===== src/rtl/twi_am_pkg.sv =====
package twi_am_pkg;
    typedef enum logic [2:0] {
        ST_IDLE,
        ST_SHIFT,
        ST_DECIDE,
        ST_ACK,
        ST_IGNORE
    } am_state_t;

    localparam logic [1:0] REG_OWN  = 2'd0;
    localparam logic [1:0] REG_MASK = 2'd1;
    localparam logic [1:0] REG_STAT = 2'd2;
endpackage


===== src/rtl/twi_am_sync.sv =====
module twi_am_sync #(
    parameter int STAGES = 2
) (
    input  logic clk,
    input  logic rst_n,
    input  logic scl_in,
    input  logic sda_in,
    output logic sda_s,
    output logic scl_rise,
    output logic scl_fall,
    output logic start_det,
    output logic stop_det
);
    logic [STAGES-1:0] scl_p, sda_p;
    logic              scl_d, sda_d, scl_s;

    always_ff @(posedge clk or negedge rst_n) begin
        if (!rst_n) begin
            scl_p <= '1;
            sda_p <= '1;
            scl_d <= 1'b1;
            sda_d <= 1'b1;
        end else begin
            scl_p <= {scl_p[STAGES-2:0], scl_in};
            sda_p <= {sda_p[STAGES-2:0], sda_in};
            scl_d <= scl_p[STAGES-1];
            sda_d <= sda_p[STAGES-1];
        end
    end

    assign scl_s     = scl_p[STAGES-1];
    assign sda_s     = sda_p[STAGES-1];
    assign scl_rise  = scl_s & ~scl_d;
    assign scl_fall  = ~scl_s & scl_d;
    assign start_det = scl_s & scl_d & sda_d & ~sda_s;
    assign stop_det  = scl_s & scl_d & ~sda_d & sda_s;
endmodule


===== src/rtl/twi_am_cmp.sv =====
module twi_am_cmp #(
    parameter int AW = 7
) (
    input  logic [AW-1:0] addr,
    input  logic [AW-1:0] own,
    input  logic [AW-1:0] mask,
    input  logic          gc_en,
    output logic          hit,
    output logic          is_gc
);
    logic [AW-1:0] bit_ok;

    for (genvar i = 0; i < AW; i++) begin : g_bit
        assign bit_ok[i] = mask[i] | (addr[i] == own[i]);
    end

    assign is_gc = gc_en & (addr == '0);
    assign hit   = is_gc | (&bit_ok);
endmodule


===== src/rtl/twi_am_fsm.sv =====
module twi_am_fsm
    import twi_am_pkg::*;
#(
    parameter int BITS = 8
) (
    input  logic            clk,
    input  logic            rst_n,
    input  logic            sda_s,
    input  logic            scl_rise,
    input  logic            scl_fall,
    input  logic            start_det,
    input  logic            stop_det,
    input  logic            hit,
    output logic [BITS-1:0] frame,
    output logic            ack_go,
    output logic            sda_pull
);
    localparam int CW = $clog2(BITS + 1);
    localparam logic [CW-1:0] LAST = CW'(BITS - 1);

    am_state_t       state_q, state_d;
    logic [CW-1:0]   cnt_q;

    always_ff @(posedge clk or negedge rst_n) begin
        if (!rst_n) state_q <= ST_IDLE;
        else        state_q <= state_d;
    end

    always_ff @(posedge clk or negedge rst_n) begin
        if (!rst_n) begin
            cnt_q <= '0;
            frame <= '0;
        end else if (start_det) begin
            cnt_q <= '0;
        end else if (state_q == ST_SHIFT && scl_rise) begin
            frame <= {frame[BITS-2:0], sda_s};
            cnt_q <= cnt_q + 1'b1;
        end
    end

    always_comb begin
        state_d = state_q;
        if (stop_det) begin
            state_d = ST_IDLE;
        end else if (start_det) begin
            state_d = ST_SHIFT;
        end else begin
            unique case (state_q)
                ST_IDLE:   state_d = ST_IDLE;
                ST_SHIFT:  if (scl_rise && cnt_q == LAST) state_d = ST_DECIDE;
                ST_DECIDE: if (scl_fall) state_d = hit ? ST_ACK : ST_IGNORE;
                ST_ACK:    if (scl_fall) state_d = ST_IGNORE;
                ST_IGNORE: state_d = ST_IGNORE;
                default:   state_d = ST_IDLE;
            endcase
        end
    end

    always_comb begin
        sda_pull = (state_q == ST_ACK);
        ack_go   = (state_q == ST_DECIDE) && (state_d == ST_ACK);
    end
endmodule


===== src/rtl/twi_addr_match.sv =====
module twi_addr_match
    import twi_am_pkg::*;
#(
    parameter int ADDR_W      = 7,
    parameter int SYNC_STAGES = 2
) (
    input  logic       clk,
    input  logic       rst_n,
    input  logic       scl_in,
    input  logic       sda_in,
    output logic       sda_pull,
    input  logic       reg_we,
    input  logic [1:0] reg_addr,
    input  logic [7:0] reg_wdata,
    output logic [7:0] reg_rdata,
    output logic       irq,
    output logic       rw_bit,
    output logic       match_gc
);
    localparam int RW = ADDR_W + 1;

    logic [RW-1:0]     own_q;
    logic [ADDR_W-1:0] mask_q;
    logic [RW-1:0]     frame;
    logic              sda_s, scl_rise, scl_fall, start_det, stop_det;
    logic              hit, is_gc, ack_go, clr_req;

    twi_am_sync #(.STAGES(SYNC_STAGES)) u_sync (
        .clk       (clk),
        .rst_n     (rst_n),
        .scl_in    (scl_in),
        .sda_in    (sda_in),
        .sda_s     (sda_s),
        .scl_rise  (scl_rise),
        .scl_fall  (scl_fall),
        .start_det (start_det),
        .stop_det  (stop_det)
    );

    twi_am_cmp #(.AW(ADDR_W)) u_cmp (
        .addr  (frame[RW-1:1]),
        .own   (own_q[RW-1:1]),
        .mask  (mask_q),
        .gc_en (own_q[0]),
        .hit   (hit),
        .is_gc (is_gc)
    );

    twi_am_fsm #(.BITS(RW)) u_fsm (
        .clk       (clk),
        .rst_n     (rst_n),
        .sda_s     (sda_s),
        .scl_rise  (scl_rise),
        .scl_fall  (scl_fall),
        .start_det (start_det),
        .stop_det  (stop_det),
        .hit       (hit),
        .frame     (frame),
        .ack_go    (ack_go),
        .sda_pull  (sda_pull)
    );

    assign clr_req = reg_we && (reg_addr == REG_STAT) && reg_wdata[0];

    always_ff @(posedge clk or negedge rst_n) begin
        if (!rst_n) begin
            own_q  <= {{ADDR_W{1'b1}}, 1'b0};
            mask_q <= '0;
        end else if (reg_we) begin
            if (reg_addr == REG_OWN)  own_q  <= reg_wdata[RW-1:0];
            if (reg_addr == REG_MASK) mask_q <= reg_wdata[RW-1:1];
        end
    end

    always_ff @(posedge clk or negedge rst_n) begin
        if (!rst_n) begin
            irq      <= 1'b0;
            rw_bit   <= 1'b0;
            match_gc <= 1'b0;
        end else if (ack_go) begin
            irq      <= 1'b1;
            rw_bit   <= frame[0];
            match_gc <= is_gc;
        end else if (clr_req) begin
            irq      <= 1'b0;
        end
    end

    always_comb begin
        unique case (reg_addr)
            REG_OWN:  reg_rdata = 8'(own_q);
            REG_MASK: reg_rdata = 8'({mask_q, 1'b0});
            REG_STAT: reg_rdata = {5'b0, match_gc, rw_bit, irq};
            default:  reg_rdata = 8'h00;
        endcase
    end
endmodule


===== config.mk =====
export PLATFORM = sky130hd
export DESIGN_NAME = twi_addr_match
export DESIGN_NICKNAME = d
export VERILOG_FILES = /design/src/rtl/twi_am_pkg.sv /design/src/rtl/twi_am_sync.sv /design/src/rtl/twi_am_cmp.sv /design/src/rtl/twi_am_fsm.sv /design/src/rtl/twi_addr_match.sv
export SDC_FILE = /design/constraint.sdc
export NUM_CORES = 1
export LEC_CHECK = 0
export ABC_CLOCK_PERIOD_IN_PS = 1500
export BUFFER_PORTS_ARGS = -buffer_cell sky130_fd_sc_hd__buf_2
export CAP_MARGIN = 10
export CORE_UTILIZATION = 50
export CTS_CLUSTER_DIAMETER = 100
export DETAILED_ROUTE_END_ITERATION = 8
export PLACE_DENSITY = 0.8
export SLEW_MARGIN = 10
export SYNTH_ARGS = -nofsm -noshare
export SYNTH_HDL_FRONTEND = slang
export SYNTH_SLANG_ARGS = --single-unit

===== constraint.sdc =====
create_clock -name clk -period 1.5 [get_ports clk]
set_input_delay 0.075 -clock clk [delete_from_list [all_inputs] [get_ports clk]]
set_output_delay 0.075 -clock clk [all_outputs]
set_load 0.02 [all_outputs]

==> flow_summary.toml <==
[outcome]
status = "complete, but fails checks"
violations = "setup timing"

[logic_synthesis]
synth_instances = 149
netlist-cell-type-count = 37
mappedNetlistNets = 165
postSynthRegisterBits = 39
synth.cell_area_mm2 = 0.00184
synth_seq_area_share = 0.540
post_synth.cell_area_avg_um2 = 12.3
synthesis.yosys.warnings = 0

[sta]
timing.final.hold_violations = 0
final.setup.worst_slack_ns = -0.295
fin_crit_ns = 1.79
layout_worst_path_cycle_share = 1.20
worst_pin_slew_ns = 0.529
maxClockFrequency_ghz = 0.557
worst_slew_margin_relative_to_its_limit = 0.647
finalClockSkew_ns = 0.0168
finalSetupViolCount = 10
report.final.slew_viol_count = 0
rsz0062_at_grt = "yes"

[hold_path]
hp-class = "input pin to register"

[power]
power.share.switching = 0.306
power.leakage_nw = 1.24
cellInternalPower_mw = 2.48
power.switching_mw = 1.09
vdd_drop_max_mv = 0.850
power.share.sequential = 0.428
pwr-share-clk = 0.246
power_density_mw_per_mm2 = 1370
power.total_mw = 3.57
comb_power_share = 0.327

[placement]
dp.cells = 244
hpwlAfterDp_mm = 2.94
gp_routability_congestion = 0.781
io_buffer_count = 26

[grt]
antenna_found_initial = 0
number_of_global_route_vias_before_repair = 1574
maximum_number_of_pins_on_one_net_before_global_route_repair = 23
gr-total-overflow = 0
global_route_wire_length_before_repair_mm = 7.25
overall_fraction_of_global_route_tracks_in_use = 0.247

[final_layout]
n_antenna_cell = 0
finalNetCount = 245
finalNonFillerCells = 276
multi_input_gate_area_in_the_final_layout_um2 = 880
layout.core_utilization = 0.765
fillerInstances = 197
final-seq-area_um2 = 992
syn_to_final_growth_pct = 42.1
final_layout_size_suffix_gt1_frac = 0.526

[die]
start_util = 0.538
floorplan.io_pins = 27
core_area_mm2 = 0.00342
floorplan.die_area_mm2 = 0.00392
floorplan.rows = 21
floorplan.die.height_um = 62.6
floorplan.die.width_um = 62.6

[drt]
detailedRoute.firstPassIterationCount = 4
routed-via-count = 1543
route.detailed.vias_per_inst = 5.59
drt.antenna.violating_nets = 0
wire_per_inst_um = 17.6
drt_drc_violations_left = 0
initial_detailed_routing_violation_count = 60
drt-total-wl_mm = 4.87

[clock_network]
worst_setup_hold_path_clk_slew_ns = 0.13
number_of_cts_inserted_buffers = 5
clock_insertion_delay_worst_skew_ns = 0.36
clock_tree.root_cell = "clkbuf_4"
cts.path.max_buffers = 2
cts_tree = "yes"
clock_sinks = 39
cts_max_level = 2

[worst_setup_path]
startpoint_type = "register"
worstPathRequired_ns = 1.76
critical_path_peak_fanout = 3
crit_path_dat_ns = 2.05
path_class = "register to register"
category_of_the_worst_setup_path_capture_point = "register"

[run]
drv.max_cap_violation_count = 0
[timing repair]
item,4_1_cts,5_1_grt
setup endpoints to repair,16,21
pin swaps,5,7
gates resized for setup,7,15
hold buffers,11,0
endpoints found under the hold margin,48,0
buffers inserted,8,8
[path summary, 6_finish.rpt]
kind,depth (start not counted),startpoint,slack [ns],endpoint
max reg2reg,6,own_q[5],-0.29,rw_bit
max in group asynchronous,3,rst_n,0.78,own_q[6]
max,6,own_q[5],-0.29,rw_bit
min in group asynchronous,2,rst_n,0.17,u_fsm.cnt_q[2]
min reg2reg,0,u_sync.sda_p[0],0.36,u_sync.sda_p[1]
min,4,reg_we,0.07,irq
[sequential cells by signal, indices dropped and copies added (netlist names)]
name and count:
u_sync.sda_p 2, rw_bit 1, u_sync.scl_d 1, match_gc 1, mask_q 7, u_fsm.frame 8, u_fsm.cnt_q 4, u_fsm.state_q 3
irq 1, own_q 8, u_sync.sda_d 1, u_sync.scl_p 2
[area by class of cell]
| class | instances | area share |
|---|---|---|
| clock buffer | 6 | 0.0158 |
| clock inverter | 2 | 0.0230 |
| inverter | 3 | 0.00431 |
| multi-input combinational | 104 | 0.337 |
| sequential | 39 | 0.380 |
| tap | 46 | 0.0220 |
| timing repair buffer | 76 | 0.218 |
[synthesized netlist by cell type]
master,instances,share of area
dfrtp_1,26,0.35
nand2b_1,1,0.0034
or3_1,1,0.0034
xor2_1,3,0.014
and2_4,1,0.0048
and2_1,1,0.0034
o22ai_1,1,0.0034
nand4_1,1,0.0034
mux2_4,1,0.0082
and4b_1,1,0.0054
nor2_1,10,0.020
o31a_1,1,0.0048
a32oi_1,1,0.0048
buf_2,1,0.0027
a31oi_1,2,0.0068
mux2i_1,8,0.044
nand3b_1,1,0.0041
a21boi_0,1,0.0041
ha_1,1,0.0068
xnor2_1,5,0.024
nand3_1,4,0.011
nor3b_1,2,0.0082
nand2_1,15,0.031
o21ai_0,5,0.014
o22a_1,2,0.0095
a2111oi_4,1,0.015
nand4b_1,2,0.0095
nor2b_1,2,0.0068
clkbuf_1,2,0.0041
nor3b_2,2,0.014
a21o_1,2,0.0082
mux2_2,23,0.14
nor4_1,1,0.0034
dfstp_2,13,0.19
nor3_1,1,0.0027
inv_1,3,0.0061
a222oi_1,1,0.0054
[critical path: stages, from the launching register on]
cell	delay [ns]
dfstp_2	0.56
xor2_1	0.06
a222oi_1	0.31
buf_4	0.18
nand4_1	0.12
and2_4	0.19
mux2_4	0.29
[kinds of logic (layout without fill, tap and decap cells)]
family / after synthesis / after routing / share of synthesized area
AO/OA/AOI/OAI: 17 / 17 / 0.0756
XOR/XNOR: 8 / 8 / 0.0381
adder cells (fa/ha/maj): 1 / 1 / 0.00681
buffers and inverters: 6 / 87 / 0.0129
flip-flops: 39 / 39 / 0.540
multiplexers: 32 / 32 / 0.193
AND/OR/NAND/NOR: 46 / 46 / 0.134
[layout by cell type, fill, tap and decap left out, drive strengths merged]
cell	synthesis	final
nand3b	1	1
o21ai	5	5
a222oi	1	1
a31oi	2	2
a2111oi	1	1
clkbuf	2	6
nand3	4	4
dlygate4sd3	0	11
a32oi	1	1
ha	1	1
buf	1	65
o31a	1	1
mux2i	8	8
a21boi	1	1
and4b	1	1
o22a	2	2
nand4b	2	2
a21o	2	2
o22ai	1	1
mux2	24	24
nor3b	4	4
nor2b	2	2
inv	3	3
or3	1	1
dfstp	13	13
nor4	1	1
nand4	1	1
nor2	10	10
nor3	1	1
and2	2	2
nand2	15	15
bufinv	0	2
xnor2	5	5
nand2b	1	1
xor2	3	3
dfrtp	26	26
[power groups by stage]
stage	sequential (mW)	clock, mW	combinational (mW)
after floorplan	1.47	0	0.522
after global placement	1.49	0	0.823
after detailed placement	1.51	0	0.876
after CTS	1.49	0.876	0.957
after global routing	1.54	0.941	1.24
final	1.53	0.877	1.17
[stage by stage]
stage,hold slack [ns],setup WS [ns],cell area (um2),TNS (ns)
final,0.0673,-0.295,2610,-1.56
after global routing,0.0672,-0.350,2610,-2.33
after CTS,0.0752,-0.307,2510,-1.39
after detailed placement,0.0385,-0.361,2220,-1.25
after global placement,0.0307,-0.258,2220,-0.571
after floorplan,-0.221,-0.156,1840,-0.268
[per-layer routing]
layer	vias to the layer above	global-route usage	wire (um)
met5	-	0	0
met4	0	0.131	205
met3	24	0.0730	258
met2	75	0.406	2470
met1	749	0.292	1930
li1	695	-	-
(Power assumes the default switching activity.)
